[src/rtl/bl_pwm_pkg.sv]
`timescale 1ns/1ps
package bl_pwm_pkg;
  localparam int REG_W = 32;

  // register offsets
  localparam logic [7:0] OFF_ENA  = 8'h00;
  localparam logic [7:0] OFF_CMT  = 8'h08;
  localparam logic [7:0] OFF_CTRL = 8'h10;
  localparam logic [7:0] OFF_PW   = 8'h14;

  // field positions
  localparam int DIV_LSB = 16;
  localparam int PER_LSB = 0;
  localparam int HW_LSB  = 16;
endpackage

[src/rtl/bl_regs.sv]
`timescale 1ns/1ps
module bl_regs
  import bl_pwm_pkg::*;
#(
  parameter int ADDR_W = 8,
  parameter int DIV_W  = 10,
  parameter int PER_W  = 12,
  parameter int HW_W   = 13
) (
  input  logic              clk,
  input  logic              rst_n,
  input  logic              wr_en,
  input  logic              rd_en,
  input  logic [ADDR_W-1:0] addr,
  input  logic [REG_W-1:0]  wdata,
  output logic [REG_W-1:0]  rdata,
  output logic              en,
  output logic              commit_evt,
  output logic [DIV_W-1:0]  sh_div,
  output logic [PER_W-1:0]  sh_per,
  output logic [HW_W-1:0]   sh_hw
);
  logic [REG_W-1:0] ctrl_q, pw_q;
  logic             en_q, cmt_q;

  always_ff @(posedge clk or negedge rst_n) begin
    if (!rst_n) begin
      ctrl_q <= '0;
      pw_q   <= '0;
      en_q   <= 1'b0;
      cmt_q  <= 1'b0;
    end else if (wr_en) begin
      case (addr)
        ADDR_W'(OFF_ENA):  en_q   <= wdata[0];
        ADDR_W'(OFF_CMT):  cmt_q  <= wdata[0];
        ADDR_W'(OFF_CTRL): ctrl_q <= wdata;
        ADDR_W'(OFF_PW):   pw_q   <= wdata;
        default: ;
      endcase
    end
  end

  // commit fires on the write that clears a set commit bit
  assign commit_evt = wr_en && (addr == ADDR_W'(OFF_CMT)) && !wdata[0] && cmt_q;

  always_comb begin
    rdata = '0;
    if (rd_en) begin
      case (addr)
        ADDR_W'(OFF_ENA):  rdata = {{(REG_W-1){1'b0}}, en_q};
        ADDR_W'(OFF_CMT):  rdata = {{(REG_W-1){1'b0}}, cmt_q};
        ADDR_W'(OFF_CTRL): rdata = ctrl_q;
        ADDR_W'(OFF_PW):   rdata = pw_q;
        default:           rdata = '0;
      endcase
    end
  end

  assign en     = en_q;
  assign sh_div = ctrl_q[DIV_LSB +: DIV_W];
  assign sh_per = pw_q[PER_LSB +: PER_W];
  assign sh_hw  = pw_q[HW_LSB +: HW_W];
endmodule

[src/rtl/bl_stage.sv]
`timescale 1ns/1ps
module bl_stage #(
  parameter int DIV_W      = 10,
  parameter int PER_W      = 12,
  parameter int HW_W       = 13,
  parameter bit DOUBLE_BUF = 1'b1
) (
  input  logic             clk,
  input  logic             rst_n,
  input  logic             en,
  input  logic             boundary,
  input  logic             commit_evt,
  input  logic [DIV_W-1:0] sh_div,
  input  logic [PER_W-1:0] sh_per,
  input  logic [HW_W-1:0]  sh_hw,
  output logic [DIV_W-1:0] act_div,
  output logic [PER_W-1:0] act_per,
  output logic [HW_W-1:0]  act_hw
);
  generate
    if (DOUBLE_BUF) begin : g_buf
      logic pend_q, want, load_now;
      logic [DIV_W-1:0] div_q;
      logic [PER_W-1:0] per_q;
      logic [HW_W-1:0]  hw_q;

      assign want     = commit_evt || pend_q;
      assign load_now = want && (!en || boundary);

      always_ff @(posedge clk or negedge rst_n) begin
        if (!rst_n) begin
          pend_q <= 1'b0;
          div_q  <= '0;
          per_q  <= '0;
          hw_q   <= '0;
        end else begin
          pend_q <= want && !load_now;
          if (load_now) begin
            div_q <= sh_div;
            per_q <= sh_per;
            hw_q  <= sh_hw;
          end
        end
      end

      assign act_div = div_q;
      assign act_per = per_q;
      assign act_hw  = hw_q;
    end else begin : g_direct
      assign act_div = sh_div;
      assign act_per = sh_per;
      assign act_hw  = sh_hw;
    end
  endgenerate
endmodule

[src/rtl/bl_tick.sv]
`timescale 1ns/1ps
module bl_tick #(
  parameter int DIV_W = 10
) (
  input  logic             clk,
  input  logic             rst_n,
  input  logic             en,
  input  logic [DIV_W-1:0] div,
  output logic             tick,
  output logic [DIV_W-1:0] div_cnt
);
  assign tick = en && (div_cnt >= div);

  always_ff @(posedge clk or negedge rst_n) begin
    if (!rst_n)            div_cnt <= '0;
    else if (!en || tick)  div_cnt <= '0;
    else                   div_cnt <= div_cnt + 1'b1;
  end
endmodule

[src/rtl/bl_wave.sv]
`timescale 1ns/1ps
module bl_wave #(
  parameter int PER_W = 12,
  parameter int HW_W  = 13
) (
  input  logic             clk,
  input  logic             rst_n,
  input  logic             en,
  input  logic             tick,
  input  logic [PER_W-1:0] per,
  input  logic [HW_W-1:0]  hw,
  output logic             boundary,
  output logic [PER_W-1:0] cyc_cnt,
  output logic             wave
);
  logic last;

  assign last     = (cyc_cnt >= per);
  assign boundary = tick && last;

  always_ff @(posedge clk or negedge rst_n) begin
    if (!rst_n)        cyc_cnt <= '0;
    else if (!en)      cyc_cnt <= '0;
    else if (tick)     cyc_cnt <= last ? '0 : cyc_cnt + 1'b1;
  end

  assign wave = en && (HW_W'(cyc_cnt) < hw);
endmodule

[src/rtl/bl_pwm.sv]
`timescale 1ns/1ps
module bl_pwm
  import bl_pwm_pkg::*;
#(
  parameter int ADDR_W     = 8,
  parameter int DIV_W      = 10,
  parameter int PER_W      = 12,
  parameter bit DOUBLE_BUF = 1'b1,
  localparam int HW_W      = PER_W + 1
) (
  input  logic              clk,
  input  logic              rst_n,
  input  logic              wr_en,
  input  logic              rd_en,
  input  logic [ADDR_W-1:0] addr,
  input  logic [REG_W-1:0]  wdata,
  output logic [REG_W-1:0]  rdata,
  output logic              pwm_out
);
  logic             en, commit_evt, tick, boundary;
  logic [DIV_W-1:0] sh_div, act_div, div_cnt;
  logic [PER_W-1:0] sh_per, act_per, cyc_cnt;
  logic [HW_W-1:0]  sh_hw, act_hw;

  bl_regs #(.ADDR_W(ADDR_W), .DIV_W(DIV_W), .PER_W(PER_W), .HW_W(HW_W)) u_regs (
    .clk(clk), .rst_n(rst_n), .wr_en(wr_en), .rd_en(rd_en), .addr(addr),
    .wdata(wdata), .rdata(rdata), .en(en), .commit_evt(commit_evt),
    .sh_div(sh_div), .sh_per(sh_per), .sh_hw(sh_hw)
  );

  bl_stage #(.DIV_W(DIV_W), .PER_W(PER_W), .HW_W(HW_W), .DOUBLE_BUF(DOUBLE_BUF)) u_stage (
    .clk(clk), .rst_n(rst_n), .en(en), .boundary(boundary),
    .commit_evt(commit_evt), .sh_div(sh_div), .sh_per(sh_per), .sh_hw(sh_hw),
    .act_div(act_div), .act_per(act_per), .act_hw(act_hw)
  );

  bl_tick #(.DIV_W(DIV_W)) u_tick (
    .clk(clk), .rst_n(rst_n), .en(en), .div(act_div),
    .tick(tick), .div_cnt(div_cnt)
  );

  bl_wave #(.PER_W(PER_W), .HW_W(HW_W)) u_wave (
    .clk(clk), .rst_n(rst_n), .en(en), .tick(tick), .per(act_per),
    .hw(act_hw), .boundary(boundary), .cyc_cnt(cyc_cnt), .wave(pwm_out)
  );
endmodule

[config.mk]
export PLATFORM = sky130hd
export DESIGN_NAME = bl_pwm
export DESIGN_NICKNAME = d
export VERILOG_FILES = /design/src/rtl/bl_pwm_pkg.sv /design/src/rtl/bl_regs.sv /design/src/rtl/bl_stage.sv /design/src/rtl/bl_tick.sv /design/src/rtl/bl_wave.sv /design/src/rtl/bl_pwm.sv
export SDC_FILE = /design/constraint.sdc
export NUM_CORES = 1
export LEC_CHECK = 0
export CAP_MARGIN = 20
export CORE_MARGIN = 10
export CORE_UTILIZATION = 55
export CTS_CLUSTER_DIAMETER = 60
export DETAILED_ROUTE_END_ITERATION = 10
export MAX_ROUTING_LAYER = met4
export PLACE_DENSITY = 0.79
export SLEW_MARGIN = 20
export SYNTH_ARGS = -nofsm -noshare
export SYNTH_HDL_FRONTEND = slang
export SYNTH_SLANG_ARGS = --single-unit
[constraint.sdc]
create_clock -name clk -period 5.2 [get_ports clk]
set_input_delay 1.04 -clock clk [delete_from_list [all_inputs] [get_ports clk]]
set_output_delay 1.04 -clock clk [all_outputs]
set_load 0.005 [all_outputs]
# Yosys cells after proc, flatten, opt, wreduce, memory -nomap -nowiden
# Cells that the tools add are included.
dict set report op_classes {
  add_sub_neg 2
  n_eq_ne 4
  n_reduce_logical 19
  n_mul 0
  order_cmp 3
  shift 0
  div 0
  muxes 6
  n_bitwise 0
}
# op count
set ops {}
lappend ops {{$pmux W32 S4} 1}
lappend ops {{$mux W12} 3}
lappend ops {{$mux W32} 1}
lappend ops {{$eq A8 B5 Y1 const B} 2}
lappend ops {{$lt A12 B13 Y1} 1}
lappend ops {{$add A12 B1 Y12 const B} 1}
lappend ops {{$ge A12 B12 Y1} 1}
lappend ops {{$add A10 B1 Y10 const B} 1}
lappend ops {{$ge A10 B10 Y1} 1}
lappend ops {{$mux W10} 1}
lappend ops {{$eq A8 B4 Y1 const B} 1}
lappend ops {{$logic_and A1 B1 Y1} 8}
lappend ops {{$logic_not A8 Y1} 1}
lappend ops {{$reduce_and A2 Y1} 4}
lappend ops {{$logic_not A1 Y1} 3}
lappend ops {{$logic_or A1 B1 Y1} 3}
lappend ops {{$ne A2 B1 Y1 const B} 1}
dict set report totals {
  latch_bits 0
  rom_bits 0
  in_bits 44
  n_memories 0
  output_inout_bits 33
  word_cells 44
  reg_bits 124
  mem_bits_rw 0
}

# Depth between registers and ports, before layout
dict set report depth {
  ltp_word 8
  depth_mapped 10
}

# Hierarchy
# Synthesis repeated with hierarchy kept, for this count alone.
dict set report hier_totals {
  hier_cells 563
  hier_area_um2 6899.1
}
# mod instances seq_area_each_um2 cells_per_inst area_per_inst_um2
set by_module_without_submodules {}
lappend by_module_without_submodules {bl_regs 1 1651.6 263 3444.6}
lappend by_module_without_submodules {bl_stage 1 900.9 78 1375.1}
lappend by_module_without_submodules {bl_wave 1 300.3 143 1283.7}
lappend by_module_without_submodules {bl_tick 1 250.2 79 795.8}

# Worst setup path after synthesis
# OpenSTA, ideal clock, no wires.
dict set report synth_timing {
  kind {input -> output}
  start {input port addr[0]}
  end {output port rdata[10]}
  n_path_buf 1
  cell_stages 7
  t_required_ns 4.160
  arrival_time_ns 2.559
  slack_ns 1.601
  path_cell_list {or4_1 -> nor2_2 -> nand2_1 -> nor2_1 -> clkbuf_1 -> a22oi_1 -> nor2_1}
}
dict set report synth_between {
  elab_chain_cells 3
  word_cells_on_any_way 6
  cone_classes {3 x eq/ne; 2 x mux; 1 x reduce/logical}
}
# item line
set synth_rtl {}
lappend synth_rtl {{start: declaration} bl_pwm.sv:15} ;# input logic [ADDR_W-1:0] addr,
lappend synth_rtl {{$eq A8 B5 Y1 (tied with other cells)} bl_regs.sv:49} ;# case (addr)
lappend synth_rtl {{$pmux W32 S4 *} bl_regs.sv:49}
lappend synth_rtl {{$mux W32 *} bl_regs.sv:48} ;# if (rd_en) begin
lappend synth_rtl {{end: declaration} bl_pwm.sv:17} ;# output logic [REG_W-1:0] rdata,
# Every way passes the cells marked *; elsewhere a longest branch is shown, timed or not.

# Worst setup path after layout
dict set report layout_timing {
  start {input port addr[0]}
  end {output port rdata[25]}
}
# Same word-level chain as after synthesis.

==> results.md <==
* Setup Skew at 0.00568 ns
* RePlAce Congestion at roughly 0.84
* Register bit count reported by yosys at 124
* Async set-reset flop share out of synthesis at 100%
* Min Tclk post-route at 4.74 ns
* Most frequent cells after synthesis: 124 x dfrtp_1, 99 x mux2_2, 55 x nor2_1
* Post-CTS Setup Bufs at 0
* Tcrit/Tclk final at 91.1%
* Mapped Cells at 531
* Worst Path Required at around 4.2 ns
* Worst Hold Launch: u_stage.act_hw[8]$_DFFE_PN0P_
* Worst Reg2Reg Path Length in Cells at 8
* Worst R2R Setup Slack at 2.19 ns
* Worst min path class: flop to flop
* Cell total after placement at 736
* Crit start category: input pin
* First-pass GRT wire length at roughly 23000 µm
* Status: finished, final reports clean
* Drt pass-1 iters at 5
* RSZ-0062 raised after global routing: no
* Synth area leaders: dfrtp_1 50%, mux2_2 18%, ha_1 7.1%
* Die W at 126 µm
* Final Hold Viols at 0
* Dpl cell area at 7070 µm²
* Rows at 38
* Core area at around 11000 µm²
* Yosys top cell area share at 50.4%
* CTS tree: done
* Vias at 4383
* CP Class: input pin to output port
* Number of buffers added on ports at 76
* Post-synth EDFFs at 0
* Max-cap viol count at 0
* # diodes at 0
* Area grow syn2layout at 24.0%
* Fin util at 70.1%
* # H-tree levels at 4
* Initial antenna violation count at 0
* Finished Cell Area at 7630 µm²
* Post-Place Setup Slack at 0.541 ns
* Slew margin rel. at 42.2%
* Tot Pwr at roughly 2.2 mW
* Worst R2R End: u_stage.act_div[9]$_DFFE_PN0P_
* Least-Margin Pin Slew at 0.863 ns
* Syn Nets at 610
* Cell leakage power at around 3.5 nW
* Nets at roughly 700
* Worst Path Max Fanout at 18
* DR WL/cell at 17.9 µm
* Final non-filler cell total at 767
* Most frequent cell after synthesis: dfrtp_1
* Final Max Slew Viols at 0
* Crit. End Element: output port
* Hold path depth at 1
* CTS sink cnt at 124
* WP data arrival at approximately 3.7 ns
* Drt via density at 5.71
* Post-synth cell types at 46
* Pwr/cell area at roughly 290 nW/µm²
* Cts hold-fix bufs at 0
* DP Wirelength at 9770 µm
* Vias in the first global route at 4652
* Boundary Pins at 77
* Warnings, synthesis at 0
* Worst reg2reg startpoint: u_wave.cyc_cnt[9]$_DFFE_PN0N_
* Setup TNS at 0 ns
* Clk slew on worst S/H paths at 0.05 ns
* Final setup fails at 0
* Yosys top cell by area: dfrtp_1
* Root buffer cell: clkbuf_8
* Share of cells above drive strength 1 at a little under a quarter
* GRT overflow at 0
* Final hold slack at 0.502 ns
* Maximum clock rate at about 210 MHz
* Sequential fraction of the synthesis area at 50.4%
* Residual DRC at 0
* Post-route ant nets at 0
* Main flop type after synthesis: dfrtp_1
* DR iter-0 viols at about 210
* Gr usage total at between 10% and 20%
* Hold EP: u_stage.act_hw[8]$_DFFE_PN0P_
* Starting Density at 56.5%
* Mapped cell area at 6150 µm²
* Num CTS Buffers at 17
* Peak VDD IR at 0.283 mV
* Post_cts resized at 0
* Clk buf depth at 2
* Final wirelength at 13800 µm
* Clock Latency Late Sink at 0.53 ns
* Final WS setup at ~0.46 ns
* Largest net degree at the start of global routing at between 60 and 70
* Die area at roughly 16000 µm²
* Syn Area/Cell at 11.6 µm²
* Die span in y at 126 µm
==> registers in the layout, summed over array words and instances, names as in the netlist <==
signal / cells
u_stage.g_buf.pend_q: 1
u_regs.en: 1
u_stage.act_hw: 13
u_regs.ctrl_q: 32
u_regs.cmt_q: 1
u_stage.act_div: 10
u_tick.div_cnt: 10
u_stage.act_per: 12
u_regs.pw_q: 32
u_wave.cyc_cnt: 12
==> logic make-up after synthesis <==
logic type | after synthesis | share of synthesized area, %
AO/OA/AOI/OAI | 84 | 9.68
adder cells (fa/ha/maj) | 35 | 7.12
buffers and inverters | 56 | 3.80
AND/OR/NAND/NOR | 123 | 9.35
multiplexers | 101 | 18.5
XOR/XNOR | 8 | 1.14
flip-flops | 124 | 50.4
==> routing by layer <==
metal	GRT usage, %	vias to the layer above	part of all wire, %
met5	-	-	0
met3	5.12	27	4.9
li1	-	2068	-
met4	6.83	0	1.9
met1	21.5	2169	43
met2	30.0	119	50
==> how the worst max path moves through the flow <==
stage             from        end  slack (ns)  depth (start not counted)
6_report       addr[0]  rdata[25]        0.46                          8
5_1_grt        addr[0]  rdata[29]        0.33                          7
3_3_place_gp   addr[0]   rdata[0]        0.62                          7
4_1_cts        addr[0]  rdata[25]        0.52                          8
2_1_floorplan  addr[0]  rdata[10]        1.60                          7
3_5_place_dp   addr[5]   rdata[0]        0.54                          7
==> layout make-up <==
cell class	instances	area, µm²
clock buffer	24	490
clock inverter	7	62.6
fill	738	3260
inverter	35	131
multi-input combinational	351	2820
sequential	124	3100
tap	140	175
timing repair buffer	86	846
==> report_power, final <==
part | total, mW | switching [mW] | leakage (nW) | internal [mW]
combinational | 0.0852 | 0.0363 | 1.54 | 0.0489
clock | 1.09 | 0.397 | 0.277 | 0.689
sequential | 1.01 | 0.0177 | 1.72 | 0.991
==> cell usage in the layout (no fill, tap or decap), types with 2 or more instances in the layout <==
cell type,Yosys,layout
clkinv_2,0,5
nand4_1,2,2
xnor2_1,3,3
a211oi_1,2,2
buf_4,0,10
mux2_2,99,99
or4_1,2,2
a21oi_1,9,9
nor3_1,6,6
clkbuf_16,0,16
nand2_1,22,22
and3_1,7,7
xor2_1,5,5
clkdlybuf4s50_1,0,75
nand3_1,12,12
o21ai_0,13,13
a22oi_1,32,32
and2_1,3,3
inv_1,35,35
a22o_1,7,7
clkbuf_8,0,6
clkbuf_1,10,2
nor2b_1,7,7
dfrtp_1,124,124
mux2_1,2,2
nor2_2,1,2
a21o_1,7,7
o211ai_1,2,2
nor2_1,55,54
ha_1,35,35
==> worst max-delay path: stages <==
cell	delay (ns)
clkdlybuf4s50_1	0.40
or4_1	0.54
nor2_2	0.20
and3_1	0.52
buf_12	0.22
a22oi_1	0.07
nor2_1	0.13
clkdlybuf4s50_1	0.56
Power figures use the tool's default switching activity.
